<file path="config.mk">
export PLATFORM = sky130hd
export DESIGN_NAME = rate_ratio_tracker
export DESIGN_NICKNAME = d
export VERILOG_FILES = /design/src/rtl/rrt_pkg.sv /design/src/rtl/rrt_window.sv /design/src/rtl/rrt_lock.sv /design/src/rtl/rrt_sticky.sv /design/src/rtl/rate_ratio_tracker.sv
export SDC_FILE = /design/constraint.sdc
export NUM_CORES = 1
export LEC_CHECK = 0
export ABC_AREA = 1
export CORE_AREA = 2 2 83 85
export CTS_BUF_LIST = sky130_fd_sc_hd__clkbuf_8
export CTS_CLUSTER_DIAMETER = 60
export DETAILED_ROUTE_END_ITERATION = 16
export DIE_AREA = 0 0 85 87
export DONT_BUFFER_PORTS = 1
export PLACE_DENSITY = 0.49
export SYNTH_ARGS = -nofsm -noshare
export SYNTH_HDL_FRONTEND = slang
export SYNTH_SLANG_ARGS = --single-unit
</file>
<file path="constraint.sdc">
create_clock -name clk -period 3.5 [get_ports clk]
set_input_delay 0.35 -clock clk [delete_from_list [all_inputs] [get_ports clk]]
set_output_delay 0.35 -clock clk [all_outputs]
set_load 0.02 [all_outputs]
</file>
<file path="src/rtl/rrt_pkg.sv">
package rrt_pkg;

  localparam int unsigned RATIO_W = 8;

  typedef logic [RATIO_W-1:0] ratio_t;

  // Add one event to a count, holding at all-ones.
  function automatic ratio_t sat_inc(ratio_t v, logic inc);
    if (inc && (v != '1)) return v + ratio_t'(1);
    return v;
  endfunction

  // True when two measurements are no more than tol LSB apart.
  function automatic logic within_tol(ratio_t a, ratio_t b, int unsigned tol);
    ratio_t diff;
    diff = (a > b) ? (a - b) : (b - a);
    return (32'(diff) <= tol);
  endfunction

endpackage

</file>
<file path="src/rtl/rrt_window.sv">
module rrt_window
  import rrt_pkg::*;
#(
  parameter int unsigned FRAC_W = 6
) (
  input  logic   clk,
  input  logic   rst_n,
  input  logic   in_strobe,
  input  logic   out_strobe,
  output logic   win_close,
  output ratio_t meas_value
);
  localparam int unsigned WIN = 1 << FRAC_W;

  logic [FRAC_W-1:0] out_cnt;
  ratio_t            in_cnt;

  assign win_close  = out_strobe && (out_cnt == FRAC_W'(WIN - 1));
  assign meas_value = sat_inc(in_cnt, in_strobe);

  always_ff @(posedge clk or negedge rst_n) begin
    if (!rst_n) begin
      out_cnt <= '0;
      in_cnt  <= '0;
    end else begin
      if (out_strobe) out_cnt <= out_cnt + 1'b1;
      if (win_close) in_cnt <= '0;
      else           in_cnt <= meas_value;
    end
  end
endmodule

</file>
<file path="src/rtl/rrt_lock.sv">
module rrt_lock
  import rrt_pkg::*;
#(
  parameter int unsigned STABLE_N = 4,
  parameter int unsigned TOL      = 1
) (
  input  logic   clk,
  input  logic   rst_n,
  input  logic   meas_valid,
  input  ratio_t meas_value,
  input  ratio_t prev_value,
  output logic   meas_close,
  output logic   unlock
);
  localparam int unsigned RUN_W = $clog2(STABLE_N + 1);

  logic [RUN_W-1:0] run;

  generate
    if (TOL == 0) begin : g_exact
      assign meas_close = (meas_value == prev_value);
    end else begin : g_tol
      assign meas_close = within_tol(meas_value, prev_value, TOL);
    end
  endgenerate

  always_ff @(posedge clk or negedge rst_n) begin
    if (!rst_n) begin
      run <= '0;
    end else if (meas_valid) begin
      if (!meas_close)                    run <= '0;
      else if (run != RUN_W'(STABLE_N))   run <= run + 1'b1;
    end
  end

  assign unlock = (run != RUN_W'(STABLE_N));
endmodule

</file>
<file path="src/rtl/rrt_sticky.sv">
module rrt_sticky (
  input  logic clk,
  input  logic rst_n,
  input  logic set_in,
  input  logic clr_in,
  output logic flag
);
  always_ff @(posedge clk or negedge rst_n) begin
    if (!rst_n)      flag <= 1'b0;
    else if (set_in) flag <= 1'b1;
    else if (clr_in) flag <= 1'b0;
  end
endmodule

</file>
<file path="src/rtl/rate_ratio_tracker.sv">
module rate_ratio_tracker
  import rrt_pkg::*;
#(
  parameter int unsigned FRAC_W   = 6,
  parameter int unsigned STABLE_N = 4,
  parameter int unsigned TOL      = 1
) (
  input  logic               clk,
  input  logic               rst_n,
  input  logic               in_strobe,
  input  logic               out_strobe,
  input  logic               fifo_overflow,
  input  logic               overflow_clear,
  output logic [RATIO_W-1:0] ratio,
  output logic               rate_unlock,
  output logic               overflow
);
  localparam ratio_t UNITY = ratio_t'(1 << FRAC_W);

  // Internal events, named for the checker.
  logic   meas_valid;
  ratio_t meas_value;
  logic   meas_close;
  ratio_t ratio_q;

  rrt_window #(.FRAC_W(FRAC_W)) u_window (
    .clk        (clk),
    .rst_n      (rst_n),
    .in_strobe  (in_strobe),
    .out_strobe (out_strobe),
    .win_close  (meas_valid),
    .meas_value (meas_value)
  );

  rrt_lock #(.STABLE_N(STABLE_N), .TOL(TOL)) u_lock (
    .clk        (clk),
    .rst_n      (rst_n),
    .meas_valid (meas_valid),
    .meas_value (meas_value),
    .prev_value (ratio_q),
    .meas_close (meas_close),
    .unlock     (rate_unlock)
  );

  rrt_sticky u_ovf (
    .clk    (clk),
    .rst_n  (rst_n),
    .set_in (fifo_overflow),
    .clr_in (overflow_clear),
    .flag   (overflow)
  );

  always_ff @(posedge clk or negedge rst_n) begin
    if (!rst_n)          ratio_q <= UNITY;
    else if (meas_valid) ratio_q <= meas_value;
  end

  assign ratio = ratio_q;
endmodule

</file>
---- Word level (Yosys, flattened, before mapping) ----
Index checks and enable logic that the tools add are counted.
cells by class
  $add $sub $neg .......................... 5
  order comparisons ....................... 2
  equality and inequality tests ........... 4
  multiplexer cells ....................... 9
  reductions and logical operators ........ 4
operators by type and width
  kind                   number
  $mux W8                4
  $sub A8 B8 Y8          2
  $add A8 B1 Y8 const B  1
  $gt A8 B8 Y1           1
  $le A8 B1 Y1 const B   1
  $ne A8 B8 Y1 const B   1
  $add A6 B1 Y6 const B  1
  $eq A6 B6 Y1 const B   1
  $mux W3                2
  $add A3 B1 Y3 const B  1
  $mux W1                3
  $ne A3 B3 Y1 const B   1
  $logic_and A1 B1 Y1    2
  $ne A2 B2 Y1 const B   1
  $reduce_and A2 Y1      1
  $reduce_bool A2 Y1     1
word-level totals
  bits in registers ....................... 26
  bits of input ports ..................... 6
  output and inout port bits .............. 10
  logic and storage cells ................. 29

---- Longest topological paths before layout ----
Gate-level depths: netlist (run 1).
  word-level depth ........................ 9
  depth in mapped cells ................... 22
  depth with buffers taken out ............ 21

---- Hierarchy ----
A second synthesis (run 1) with hierarchy kept.
unflattened totals
  cell total of the unflattened synthesis .. 325
  area, all modules ....................... 2220.9 um2
by module, submodules not included
  module              instances  cells an instance  area an instance (um2)  seq. area each (um2)
  rrt_lock            1          181                1063.5                  75.1
  rrt_window          1          105                810.8                   350.3
  rate_ratio_tracker  1          34                 306.5                   201.4
  rrt_sticky          1          5                  40.0                    25.0

---- Least setup slack after synthesis (run 1) ----
No wires, ideal clock.
  path type ............................... register to register
  start point ............................. register u_window.in_cnt[0]
  end point ............................... register u_lock.run[1]
  setup time .............................. 77 ps
  arrival ................................. 2651 ps
  slack ................................... 771 ps
  stages on the path, launching flop included .. 20
  path through ............................ dfrtp_1 > ha_1 > nand3_1 > nor3_2 > nand2_1 > nand2_2 > nor2_1 > nand4_1 > o21ai_1 > inv_1 > ha_1 > nand2_1 > inv_1 > a21oi_1 > nand3_1 > a21oi_2 > nand3_1 > nand2_2 > nand2_1 > a21oi_1
on the way
  cells in the longest elaborated chain, start to end .. 9
  elaborated cells on any way between the ends .. 14
RTL lines
  what                                                   line                      source
  from (decl)                                            rrt_window.sv:16          ratio_t in_cnt;
  from (signal assigned)                                 rrt_window.sv:28          else in_cnt <= meas_value;
  branches (longest 3 deep; another with $add A8 B1 Y8)  n/a
  $mux W8 *                                              rrt_pkg.sv:10             return v;
  net meas_value[6]                                      rate_ratio_tracker.sv:22  ratio_t meas_value;
  $sub A8 B8 Y8 or $gt A8 B8 Y1 (tied branches)          rrt_pkg.sv:16             diff = (a > b) ? (a - b) : (b - a);
  $mux W8 *                                              rrt_pkg.sv:16
  $le A8 B1 Y1 *                                         rrt_pkg.sv:17             return (32'(diff) <= tol);
  $ne A2 B2 Y1 (no source line)                          n/a
  $reduce_and A2 Y1 (no source line)                     n/a
  to (signal assigned)                                   rrt_lock.sv:32            else if (run != RUN_W'(STABLE_N)) run <= run + 1'b1;
  to (decl)                                              rrt_lock.sv:17            logic [RUN_W-1:0] run;
Mark *: on every way through the listed nets, which the timed path passes. The select of a mux whose other input is x is not followed.
A chain may end at the register's enable or synchronous reset.

---- Worst setup path in the final report (run 1) ----
Same ends and word-level chain as after synthesis.

==> results of run 1 <==
-- per-layer routing --
metal,GRT usage,vias to the layer above
met5,0,-
met1,0.184,763
met2,0.224,14
met3,0.0209,4
li1,-,928
met4,0.0346,0
-- metrics by stage --
stage	hold slack [ps]	utilization	std cells	cell area (sq um)	setup WS (ps)
after CTS	144	0.353	384	2320	292
after floorplan	54.4	-	301	2160	771
after global placement	55.0	0.341	378	2240	318
final	161	0.355	384	2330	366
after detailed placement	54.9	0.341	378	2240	327
after global routing	141	0.355	384	2330	5.09
-- cells by family after synthesis --
family          count (synthesis)  share of synthesized area
flops                          26                      0.302
fa+ha+maj                      21                      0.129
xor+xnor                       10                     0.0440
buf+inv                        69                      0.127
simple gates                  147                      0.322
compound gates                 28                     0.0765
-- cells in the mapped netlist, types with 2 or more instances --
| cell | count |
|---|---|
| xor2_1 | 5 |
| nand3_2 | 5 |
| dfrtp_1 | 25 |
| nand2_2 | 7 |
| nand2_1 | 80 |
| inv_1 | 63 |
| nor2_1 | 17 |
| nor2_2 | 5 |
| o21ai_1 | 8 |
| buf_2 | 3 |
| nand4_1 | 5 |
| ha_1 | 19 |
| a21oi_1 | 7 |
| fa_1 | 2 |
| a21oi_2 | 2 |
| xnor2_1 | 4 |
| nand3_1 | 21 |
| o21ai_0 | 5 |
-- worst max-delay path: cells and delay by family, from the launching register on --
| family | cells | cell delay [ps] |
|---|---|---|
| AOI/OAI and AO/OA | 3 | 590 |
| buffers and inverters | 2 | 120 |
| and+or+nand+nor | 13 | 1330 |
| adders and majority gates | 2 | 610 |
| DFF | 1 | 410 |
-- layout make-up --
| class | instances | share of cell area |
|---|---|---|
| inverter | 64 | 0.103 |
| clock buffer | 3 | 0.0177 |
| clock inverter | 1 | 0.00161 |
| sequential | 26 | 0.279 |
| tap | 80 | 0.0429 |
| multi-input combinational | 206 | 0.536 |
| timing repair buffer | 4 | 0.0193 |
-- sequential cells by signal, indices dropped and copies added (netlist names) --
name and flops:
ratio 8, u_ovf.flag 1, u_window.in_cnt 8, u_lock.run 3, u_window.out_cnt 6
-- repair_timing --
item                       CTS  global route
gates resized for setup      0             3
hold buffers                 2             0
hold endpoints to repair    26             0
setup endpoints to repair    0             3
-- path summary, 6_finish.rpt --
check | end | slack, ps | cells past startpoint
max in group asynchronous | ratio[6]$_DFFE_PN1P_ | 2770 | 2
min in group asynchronous | u_window.in_cnt[7]$_DFF_PN0_ | 500 | 2
setup / recovery | u_lock.run[1]$_DFFE_PN0P_ | 370 | 20
hold / removal | u_window.out_cnt[0]$_DFFE_PN0P_ | 160 | 1
setup reg to reg | u_lock.run[1]$_DFFE_PN0P_ | 370 | 20
hold reg to reg | u_window.out_cnt[4]$_DFFE_PN0P_ | 500 | 1
==> impl_metrics.toml, run 1 <==
[finish]
final_common_cell = "nand2_1"
layout_common_cells = "nand2_1, inv_1, dfrtp_1"
regArea_sq_um = 652
multiInputGateArea_sq_um = 1250
fin_nets = 332
area_delta_synth_final_pct = 8.11
n_fill_cell = 686
insertedDiodeCount = 0
drive_above_1_share = 0.122

[timing]
worstMarginPinSlew_ps = 655
max_slew_margin = 0.562
fin_crit_ps = 3130
timing.final.setup_violations = 0
slew_viol_final = 0
finClkSkew_ps = 5.83
post-route-period-util = 0.895
finalHoldViolations = 0
fmax_ghz = 0.319
rsz0062_at_grt = "no"
setup_tns_ps = 0

[critical_path]
critPathCaptureType = "flop"
slowest_stage = "dfrtp_1"
cp_cell_sequence = "ha_1 -> nand3_1 -> nor3_2 -> nand2_1 -> nand2_2 -> nor2_1 -> nand4_1 -> o21ai_2 -> inv_1 -> ha_1 -> nand2_1 -> inv_1 -> a21oi_1 -> nand2_1 -> and2_1 -> nor2_2 -> nand3_1 -> nand2_2 -> nor2_1 -> a21oi_1"
crit_path_frequent_cell = "nand2_1"
crit_type = "reg -> reg"
startpoint = "u_window.in_cnt[0]$_DFF_PN0_"
cp-start-kind = "flop"
r2r-start = "u_window.in_cnt[0]$_DFF_PN0_"
cpPeakStageDelay_ps = 410
cp_max_fo = 7
cp.arrival_ps = 3330
worstPathRequired_ps = 3690

[grt]
grt_max_degree = 27
grt_usage = 0.135
antenna_found_initial = 0
grt_overflow = 0
grt_pass1_vias = 1710
grt_pass1_wl_microns = 7890

[placed_design]
numPortBuffers = 0
place_hpwl_microns = 3560
place_congestion = 0.829

[drt]
wl_met1_microns = 2260
drt-pass1-iter-count = 4
ant_nets = 0
wirelength_microns = 4440
first_iter_violations = 65
post_drt_wl_per_cell_microns = 11.6
drc = 0
dr_wl_met3_microns = 104
dr.max_layer_used = "met4"
route.met2.wl_microns = 2030
viasPerCell = 4.45
dr_total_vias = 1709

[min_path]
min_from = "out_strobe"
holdCritPathClass = "in -> reg"

[synthesis]
syn_nets = 328
netlist_area_sq_um = 2160
synth_area_leaders = "dfrtp_1, nand2_1, ha_1"
syn_inst = 301
netlist.area_leader.share = 0.290
yosysWarnings = 0
synth_ff_type = "dfrtp_1"
synth_async_sr_flop_share = 1.00
ys_ff_latch = 26
synth_cell_types = 36
yosysSeqAreaShare = 0.302
syn_avg_cell_area_sq_um = 7.17
synth-edff-count = 0
yosys.area.top_type = "dfrtp_1"

[clocking]
clockRootBuffer = "clkbuf_8"
cts_tree = "yes"
post_cts_buffers = 0
numCtsBuffers = 3
ctsLongestPathBuffers = 2
cts.sinks = 26
cts.reportedPaths.clkPinSlew_ps = 90
insertion_delay_ps = 270
cts-htree-levels = 1

[floorplan]
die_area_sq_um = 7400
core_region_area_sq_um = 6570
die_w_microns = 85
rows = 30
die_h_microns = 87
start_util = 0.329
num_io_pins = 16

[job]
maxCapViolCount = 0

[outcome]
outcome = "complete, no violations"
Power of run 1 is left out: the tool's default activity adds up to more than one toggle a clock period on the data nets, which glitch-free logic cannot reach.
==> run 2: changes to the inputs <==
CORE_AREA = 2 2 77 50   (was 2 2 83 85)
DIE_AREA = 0 0 79 52   (was 0 0 85 87)
PLACE_DENSITY = 0.82   (was 0.49)
==> run 2 against run 1 <==
- die area fell by 44%
- global-route usage rose by 12 points
- routed wire length rose by 5.3%
- sequential share of layout area rose by 0.69 points
- register-to-register slack got worse by 70 ps
- cell area fell by 2.4%
- worst hold slack got worse by 0.72 ps
- via count rose by 5.9%
- critical endpoint is now u_lock.run[0]$_DFFE_PN0P_
==> impl_metrics.toml, run 2 (synthesis gave the netlist of run 1 again) <==
[critical_path]
ff2ff_setup_slack_ps = 290
crit_path_frequent_cell = "nand3_1"
cp_cell_sequence = "ha_1 -> nand3_1 -> nor3_2 -> nand2_1 -> nand2_2 -> xnor2_1 -> inv_1 -> ha_1 -> fa_1 -> inv_1 -> nand3_1 -> nand2_1 -> nand2_1 -> nand2_1 -> and2_1 -> nor2_2 -> nand3_1 -> nand3_1 -> nand3_1 -> inv_1"
worstPathRequired_ps = 3670
cp_num_buf_inv = 3
r2r_end = "u_lock.run[0]$_DFFE_PN0P_"
cpPeakStageDelay_ps = 420
cp-start-kind = "flop"
slowest_stage = "dfrtp_1"
r2r_cells = 20
critPathCaptureType = "flop"
cp_max_fo = 7
crit_type = "reg -> reg"
cp.arrival_ps = 3380
critPathTopFamily = "simple AND/OR/NAND/NOR gates"
r2r-start = "u_window.in_cnt[0]$_DFF_PN0_"

[placed_design]
numPortBuffers = 0
placed_cells = 345
place_congestion = 1.07
place_hpwl_microns = 3840
place_area_sq_um = 2200

[timing]
slew_viol_final = 0
max_slew_margin = 0.574
setup_tns_ps = 0
finClkSkew_ps = 4.85
rsz0062_at_grt = "no"
worstMarginPinSlew_ps = 637
fin_hold_ws_ps = 160
post-route-period-util = 0.916
fmax_ghz = 0.312
timing.final.setup_violations = 0
finalHoldViolations = 0
fin_crit_ps = 3210

[floorplan]
core_region_area_sq_um = 3450
rows = 17
die_w_microns = 79
start_util = 0.627
num_io_pins = 16
die_area_sq_um = 4110
die_h_microns = 52

[clocking]
clockRootBuffer = "clkbuf_8"
cts_tree = "yes"
insertion_delay_ps = 270
cts.sinks = 26
numCtsBuffers = 3
ctsLongestPathBuffers = 2
cts.reportedPaths.clkPinSlew_ps = 90
cts-htree-levels = 1

[finish]
drive_above_1_share = 0.118
fin_cells = 351
layout_common_cells = "nand2_1, inv_1, dfrtp_1"
area_delta_synth_final_pct = 5.50
final_common_cell = "nand2_1"
multiInputGateArea_sq_um = 1240
fin_area_sq_um = 2280
insertedDiodeCount = 0
regArea_sq_um = 652
n_fill_cell = 318
fin_nets = 332

[grt]
grt_usage = 0.258
grt_pass1_wl_microns = 8020
grt_max_degree = 27
grt_pass1_vias = 1661
antenna_found_initial = 0
grt_overflow = 0

[min_path]
holdCritPathClass = "in -> reg"
min_to = "u_ovf.flag$_DFFE_PN0P_"
min_from = "overflow_clear"
hold_depth = 1

[job]
maxCapViolCount = 0

[drt]
ant_nets = 0
drc = 0
drt-pass1-iter-count = 4
first_iter_violations = 139
wirelength_microns = 4670
dr_total_vias = 1809
viasPerCell = 5.15
post_drt_wl_per_cell_microns = 13.3

[outcome]
outcome = "complete, no violations"
==> run 2: cell counts in the layout (fill, tap and decap cells not counted) <==
Identical to the previous run, type by type.
==> run 2: worst max-delay path by stage <==
stage                                           end  cells past startpoint                         start  slack, ps
final                     u_lock.run[0]$_DFFE_PN0P_                     20  u_window.in_cnt[0]$_DFF_PN0_        290
after detailed placement  u_lock.run[1]$_DFFE_PN0P_                     19  u_window.in_cnt[0]$_DFF_PN0_        280
after global routing      u_lock.run[1]$_DFFE_PN0P_                     20  u_window.in_cnt[0]$_DFF_PN0_         10
after CTS                 u_lock.run[1]$_DFFE_PN0P_                     19  u_window.in_cnt[0]$_DFF_PN0_        260
after floorplan           u_lock.run[1]$_DFFE_PN0P_                     19  u_window.in_cnt[0]$_DFF_PN0_        770
after global placement    u_lock.run[1]$_DFFE_PN0P_                     19  u_window.in_cnt[0]$_DFF_PN0_        400
==> run 2: what timing repair did <==
action                                 in CTS  in global routing
endpoints found under the hold margin      26                  0
hold buffers                                2                  0
resized for setup                           0                  1
buffers inserted                            0                  0
setup endpoints to repair                   0                  3
==> run 2: stage by stage <==
step                setup slack (ps)   util
detailed placement               276  0.638
global route                    11.4  0.661
CTS                              262  0.660
finish                           294  0.661
floorplan                        771      -
global placement                 400  0.638
==> run 2: metal layers <==
metal | up-vias | wire length, microns | global-route usage
met2 | 60 | 1900 | 0.384
met3 | 3 | 470 | 0.0625
met5 | - | 0 | 0
met1 | 817 | 2280 | 0.385
met4 | 0 | 21 | 0.0431
li1 | 929 | - | -
==> run 2: area by class of cell <==
| class | count | share of cell area |
|---|---|---|
| clock buffers | 3 | 0.0181 |
| clock inverters | 1 | 0.00165 |
| inverters | 64 | 0.105 |
| multi-input cells | 206 | 0.543 |
| flip-flops and latches | 26 | 0.286 |
| well taps | 47 | 0.0258 |
| repair buffers | 4 | 0.0198 |
Power of run 2 is left out for the same reason.
